===== config.mk =====
export PLATFORM = sky130hd
export DESIGN_NAME = llsc_monitor
export DESIGN_NICKNAME = d
export VERILOG_FILES = /design/src/rtl/llsc_monitor.sv
export SDC_FILE = /design/constraint.sdc
export NUM_CORES = 1
export LEC_CHECK = 0
export BUFFER_PORTS_ARGS = -buffer_cell sky130_fd_sc_hd__buf_2
export CORE_UTILIZATION = 40
export CTS_CLUSTER_DIAMETER = 30
export DETAILED_ROUTE_END_ITERATION = 16
export PLACE_DENSITY = 0.62
export SLEW_MARGIN = 5
export SYNTH_ARGS = -nofsm -noshare
export SYNTH_HDL_FRONTEND = slang
export SYNTH_SLANG_ARGS = --single-unit

===== constraint.sdc =====
create_clock -name clk -period 4.66 [get_ports clk]
set_clock_uncertainty 0.1 [all_clocks]
set_input_delay 0.932 -clock clk [delete_from_list [all_inputs] [get_ports clk]]
set_output_delay 0.932 -clock clk [all_outputs]
set_load 0.02 [all_outputs]

===== src/rtl/llsc_monitor.sv =====
module llsc_monitor #(
  parameter int NREQ = 4,
  parameter int AW   = 4,
  parameter int DW   = 8,
  localparam int IDW = (NREQ > 1) ? $clog2(NREQ) : 1
) (
  input  logic              clk,
  input  logic              rst_n,
  input  logic [NREQ-1:0]   req_valid,
  input  logic [2*NREQ-1:0] req_op,
  input  logic [NREQ*AW-1:0] req_addr,
  input  logic [NREQ*DW-1:0] req_wdata,
  output logic [NREQ-1:0]   req_ready,
  output logic              rsp_valid,
  output logic [IDW-1:0]    rsp_id,
  output logic [DW-1:0]     rsp_rdata,
  output logic              rsp_ok
);
  localparam int DEPTH = 1 << AW;
  localparam logic [1:0] OP_LD = 2'd0, OP_ST = 2'd1, OP_LL = 2'd2, OP_SC = 2'd3;

  logic [DW-1:0]   mem    [DEPTH];
  logic [NREQ-1:0] resv_v;
  logic [AW-1:0]   resv_a [NREQ];

  logic [IDW-1:0] gid;
  logic           any;
  logic [1:0]     op;
  logic [AW-1:0]  addr;
  logic [DW-1:0]  wd;
  logic           resv_hit, wr;

  always_comb begin
    gid = '0;
    for (int i = NREQ - 1; i >= 0; i--)
      if (req_valid[i]) gid = IDW'(i);
  end

  assign any       = |req_valid;
  assign req_ready = any ? (NREQ'(1) << gid) : '0;
  assign op        = req_op[gid*2 +: 2];
  assign addr      = req_addr[gid*AW +: AW];
  assign wd        = req_wdata[gid*DW +: DW];
  assign resv_hit  = resv_v[gid] && (resv_a[gid] == addr);
  assign wr        = any && (op == OP_ST || (op == OP_SC && resv_hit));

  always_ff @(posedge clk) begin
    if (!rst_n) begin
      for (int k = 0; k < DEPTH; k++) mem[k] <= '0;
      for (int i = 0; i < NREQ; i++) resv_a[i] <= '0;
      resv_v    <= '0;
      rsp_valid <= 1'b0;
      rsp_id    <= '0;
      rsp_rdata <= '0;
      rsp_ok    <= 1'b0;
    end else begin
      rsp_valid <= any;
      rsp_id    <= any ? gid : '0;
      rsp_rdata <= (any && (op == OP_LD || op == OP_LL)) ? mem[addr] : '0;
      rsp_ok    <= any && (op != OP_SC || resv_hit);
      if (wr) mem[addr] <= wd;
      for (int i = 0; i < NREQ; i++)
        if (wr && IDW'(i) != gid && resv_a[i] == addr) resv_v[i] <= 1'b0;
      if (any && op == OP_LL) begin
        resv_v[gid] <= 1'b1;
        resv_a[gid] <= addr;
      end
      if (any && op == OP_SC) resv_v[gid] <= 1'b0;
    end
  end

  AST_ONE_SERVED: assert property (@(posedge clk) disable iff (!rst_n)
    $onehot0(req_ready));
  AST_RSP_FOLLOWS: assert property (@(posedge clk) disable iff (!rst_n)
    (|req_ready) |=> rsp_valid);

  for (genvar g = 0; g < NREQ; g++) begin : g_chk
    localparam logic [NREQ-1:0] LOWER = NREQ'((64'd1 << g) - 64'd1);
    AST_LOWEST_FIRST: assert property (@(posedge clk) disable iff (!rst_n)
      req_ready[g] |-> (req_valid[g] && (req_valid & LOWER) == '0));
    AST_LL_RESERVES: assert property (@(posedge clk) disable iff (!rst_n)
      (req_ready[g] && req_op[g*2 +: 2] == OP_LL) |=> resv_v[g]);
    AST_SC_NO_RESV_FAILS: assert property (@(posedge clk) disable iff (!rst_n)
      (req_ready[g] && req_op[g*2 +: 2] == OP_SC && !resv_v[g]) |=> (rsp_valid && !rsp_ok));
    AST_SC_CONSUMES: assert property (@(posedge clk) disable iff (!rst_n)
      (req_ready[g] && req_op[g*2 +: 2] == OP_SC) |=> !resv_v[g]);
  end
endmodule


==> Yosys cells after proc, flatten, opt, wreduce, memory -nomap -nowiden <==
Memories as Yosys holds them, arrays and structs flattened. A register that Yosys moved wholly into a read port is not among the register bits.
Cells that the tools add are included.
{ "word_totals": {"word_cells": 87, "n_memories": 2, "regBits": 8, "out_inout_bits": 16, "input_bits": 62, "ramBits": 144} }
{ "op_classes": {"bitwise": 3, "n_shift": 4, "muxes": 33, "n_eq_ne": 12, "n_reduce_logical": 27, "magnitude_cmp": 2} }
{ "memory_table": {"columns": ["name", "words", "width", "read_ports", "rd_ports_with_merged_regs", "wr", "line", "rtl"], "rows": [
  ["mem", 16, 8, 1, 1, 16, "22", "logic [DW-1:0] mem [DEPTH];"],
  ["resv_a", 4, 4, 5, 0, 4, "24", "logic [AW-1:0] resv_a [NREQ];"]
]} }
{ "ops": {"columns": ["cell", "count"], "rows": [
  ["$shiftx 32x6->8", 1],
  ["$mux 4", 6],
  ["$eq 4x4->1", 5],
  ["$mux 1", 19],
  ["$logic_and 1x1->1", 16],
  ["$shiftx 16x5->4", 1],
  ["$mux 2", 5],
  ["$mux 8", 1],
  ["$reduce_or 4->1", 2],
  ["$reduce_or 8->1", 1],
  ["$shiftx 8x4->2", 1],
  ["$and 4x4->4", 1],
  ["$eq 2x2->1 const B", 2],
  ["$ne 2x2->1 const A", 2],
  ["$not 4->4", 1],
  ["$or 4x4->4", 1],
  ["$reduce_and 2->1", 2],
  ["$shl 1x2->4 const A", 1],
  ["$logic_or 1x1->1", 3],
  ["$lt 2x3->1 const B", 1],
  ["$bmux 1 s2", 1],
  ["$demux 1 s2", 1],
  ["$eq 2x1->1 const B", 1],
  ["$ge 2x1->1 const B", 1],
  ["5 further kinds", 5]
]} }

==> Depth between registers and ports, before layout <==
{ "logic_depth": {"ltp_word": 19, "ltp_mapped": 11, "ltp_nobuf": 7} }

==> Worst setup path before layout <==
No wires, ideal clock.
{ "synth_path": {"path_type": "input to register", "from": "input port req_valid[0]", "to": "memory mem[11][0], enable pin", "t_arrival_ns": 3.340, "slack_ns": 0.836, "required_ns": 4.176, "path_buffers": 3, "setup_time_ns": 0.384, "stages": 10, "path_cell_list": "or4b_1 > buf_2 > o221a_1 > o21a_1 > buf_6 > xor2_1 > a41o_1 > buf_6 > nand3_2 > o21ai_0"} }
{ "synth_lines": {"columns": ["element", "line", "rtl"], "rows": [
  ["start, declared", "9", "input logic [NREQ-1:0] req_valid,"],
  ["end, declared", "22", null]
]} }

==> impl_results.md <==
* Status: complete, no violations
* RSZ-0062 raised after global routing: false
* Area Growth Syn to Fin at 17.8%
* Tmin final at 3.82 ns
* Top-count cell post-synth: nor2_1
* Drt wl/cell at 19.5 µm
* Final setup fails at 0
* Slew @ Worst Pin at 1.16 ns
* Syn Nets at 845
* Top cells by area, synth: edfxtp_1, nor2_1, mux2i_1, nand2_1, dfxtp_1
* Global-route usage over all layers at 23.2%
* PostCTS Resize Cnt at 0
* Num rows at 51
* Netlist cell types at 53
* Final nets at 937
* First-pass GRT wire length at 34.3 mm
* Crit path launch: req_valid[1]
* Clk pwr share at 38.9%
* Port Buffer Count at 77
* CTS max path bufs at 2
* WP data required at 4.71 ns
* CTS tree: yes
* Routed Wire Length at 22.5 mm
* Internal power at 0.00256 W
* Die width at 143 µm
* Peak supply drop at 0.240 mV
* I/O pins at 78
* Hold Violations, Final at 0
* Via density at 5.45
* Total power at 0.00351 W
* Initial Util at 41.0%
* CP Capture Type: flop
* Dpl hpwl at 16.0 mm
* Clock tree sinks at 160
* Seq cells post-synth at 160
* Drt pass-1 iters at 5
* Initial antenna violation count at 1
* Vias in the first global route at 6078
* Synth area leader: edfxtp_1
* Final Wtd Congestion at 0.882
* H-Tree Depth at 4
* Root Driver: clkbuf_16
* Max-cap viol count at 0
* CTS clk-pin slew, worst paths at 0.06 ns
* Crit path max fanout at 36
* Pwr per Cell Area at 372 mW/mm²
* EDFF count, synth at 144
* Flop pwr share at 46.6%
* Synth top area share at 54.0%
* Prevailing post-synth register cell: edfxtp_1
* Synth cell count leaders: nor2_1, edfxtp_1, nand2_1
* HP Start: resv_v[1]
* Post-Syn Instances at 783
* GRT overflow at 0
* DR iter-0 viols at 699
* DR vias at 6284
* DRC viols at 0
* HP Class: reg -> reg
* Relative slew slack at 22.1%
* Detail Route Antenna Nets at 0
* Critical path launch point type: input port
* Share of cells above drive strength 1 at 19.5%
* Total net switching power at 0.000952 W
* Synthesized cell area at 0.00801 mm²
* Fmax at 262 MHz
* Die Y at 143 µm
* Ant diodes at 0
* Async SR Flop Fraction at 0%
* Post-CTS Setup Bufs at 0
* # hold bufs at CTS at 0
* Largest net degree at the start of global routing at 43
* Final slew viol count at 0
* Sw frac at 27.1%
* Syn. warnings at 0
* Logic pwr share at 14.5%
* Setup TNS at 0 ns
* Fin crit share at 82.1%
* Full die area at 0.0206 mm²
* CTS buffer count at 17
* Worst skew pair latency at 0.43 ns
* R2R Path Start: resv_v[2]
* Arr. time, crit path at 3.87 ns
* Critical path class: in -> reg
* Avg Cell Area, Syn at 10.2 µm²
* Core box area at 0.0195 mm²
* Lkg Pwr at 3.63 nW
* Post-synthesis sequential area ratio at 58.0%
-- power groups by stage --
| stage | registers (W) | clock network [W] | logic, W |
|---|---|---|---|
| final | 0.00164 | 0.00136 | 0.000510 |
| after global routing | 0.00164 | 0.00143 | 0.000550 |
| after global placement | 0.00167 | 0 | 0.000502 |
| after CTS | 0.00164 | 0.00137 | 0.000507 |
| after floorplan | 0.00167 | 0 | 0.000308 |
| after detailed placement | 0.00167 | 0 | 0.000505 |
-- worst max-delay path, cell delays in order --
cell and delay, ns:
buf_2 0.27, buf_4 0.31, nor3_1 0.10, nor2_1 0.47, o21a_2 0.37, xor2_1 0.17, a41o_1 0.39, nand3_2 0.10
buf_4 0.27, o21ai_0 0.27, buf_4 0.19
-- cells by family (layout without fill, tap and decap cells) --
| logic type | count (synthesis) | in the layout | synth area share, % |
|---|---|---|---|
| compound gates | 125 | 125 | 10.4 |
| xor+xnor | 19 | 19 | 2.08 |
| buf+inv | 67 | 172 | 3.89 |
| flops | 160 | 160 | 58.0 |
| simple gates | 362 | 362 | 19.3 |
| mux | 50 | 50 | 6.25 |
-- cells in the final DEF (no fill, tap or decap), drive strengths merged, types with 14 or more instances in the layout --
cell type	Yosys	routed
dfxtp	16	16
o211ai	14	14
nand2	127	127
nor2	160	160
mux2i	50	50
a22oi	16	16
xnor2	17	17
clkbuf	21	19
a21oi	16	16
o21ai	35	35
edfxtp	144	144
buf	32	126
nand3	21	21
inv	14	18
-- area by class of cell --
class / instances / area (µm²)
Fill cell: 1855 / 10100
Tap cell: 265 / 332
Sequential cell: 160 / 4640
Multi-Input combinational cell: 556 / 3060
Inverter: 14 / 52.6
Timing Repair Buffer: 126 / 766
Clock buffer: 19 / 453
Clock inverter: 13 / 126
-- state kept, by name, summed over array words and instances (netlist names) --
register / flops
resv_a: 16
rsp_ok: 1
mem: 128
resv_v: 4
rsp_rdata: 8
rsp_id: 2
rsp_valid: 1
-- worst paths after layout --
check,end,depth (start not counted),slack [ns]
setup / recovery,mem[10][3],11,0.84
hold / removal,resv_v[1],2,0.42
setup reg to reg,mem[10][3],9,1.81
hold reg to reg,resv_v[1],2,0.42
-- per-stage QoR --
stage / setup WS [ns] / util (%) / hold slack, ns / cell area, µm² / instances
after floorplan: 0.836 / - / 0.377 / 8010 / 783
after global placement: 0.563 / 45.3 / 0.394 / 8850 / 1121
after detailed placement: 0.459 / 45.3 / 0.404 / 8850 / 1121
after CTS: 0.903 / 48.3 / 0.413 / 9430 / 1153
after global routing: 0.569 / 48.3 / 0.443 / 9430 / 1153
final: 0.836 / 48.3 / 0.416 / 9430 / 1153
-- routing by layer --
layer	up-vias	part of all wire (%)	track usage, %	wire [µm]
met5	-	0.058	0	13
met4	2	3.0	10.1	670
met3	46	5.8	4.10	1300
met2	220	49	38.2	11000
met1	3044	42	29.8	9490
li1	2972	-	-	-
Power figures use the tool's default switching activity.
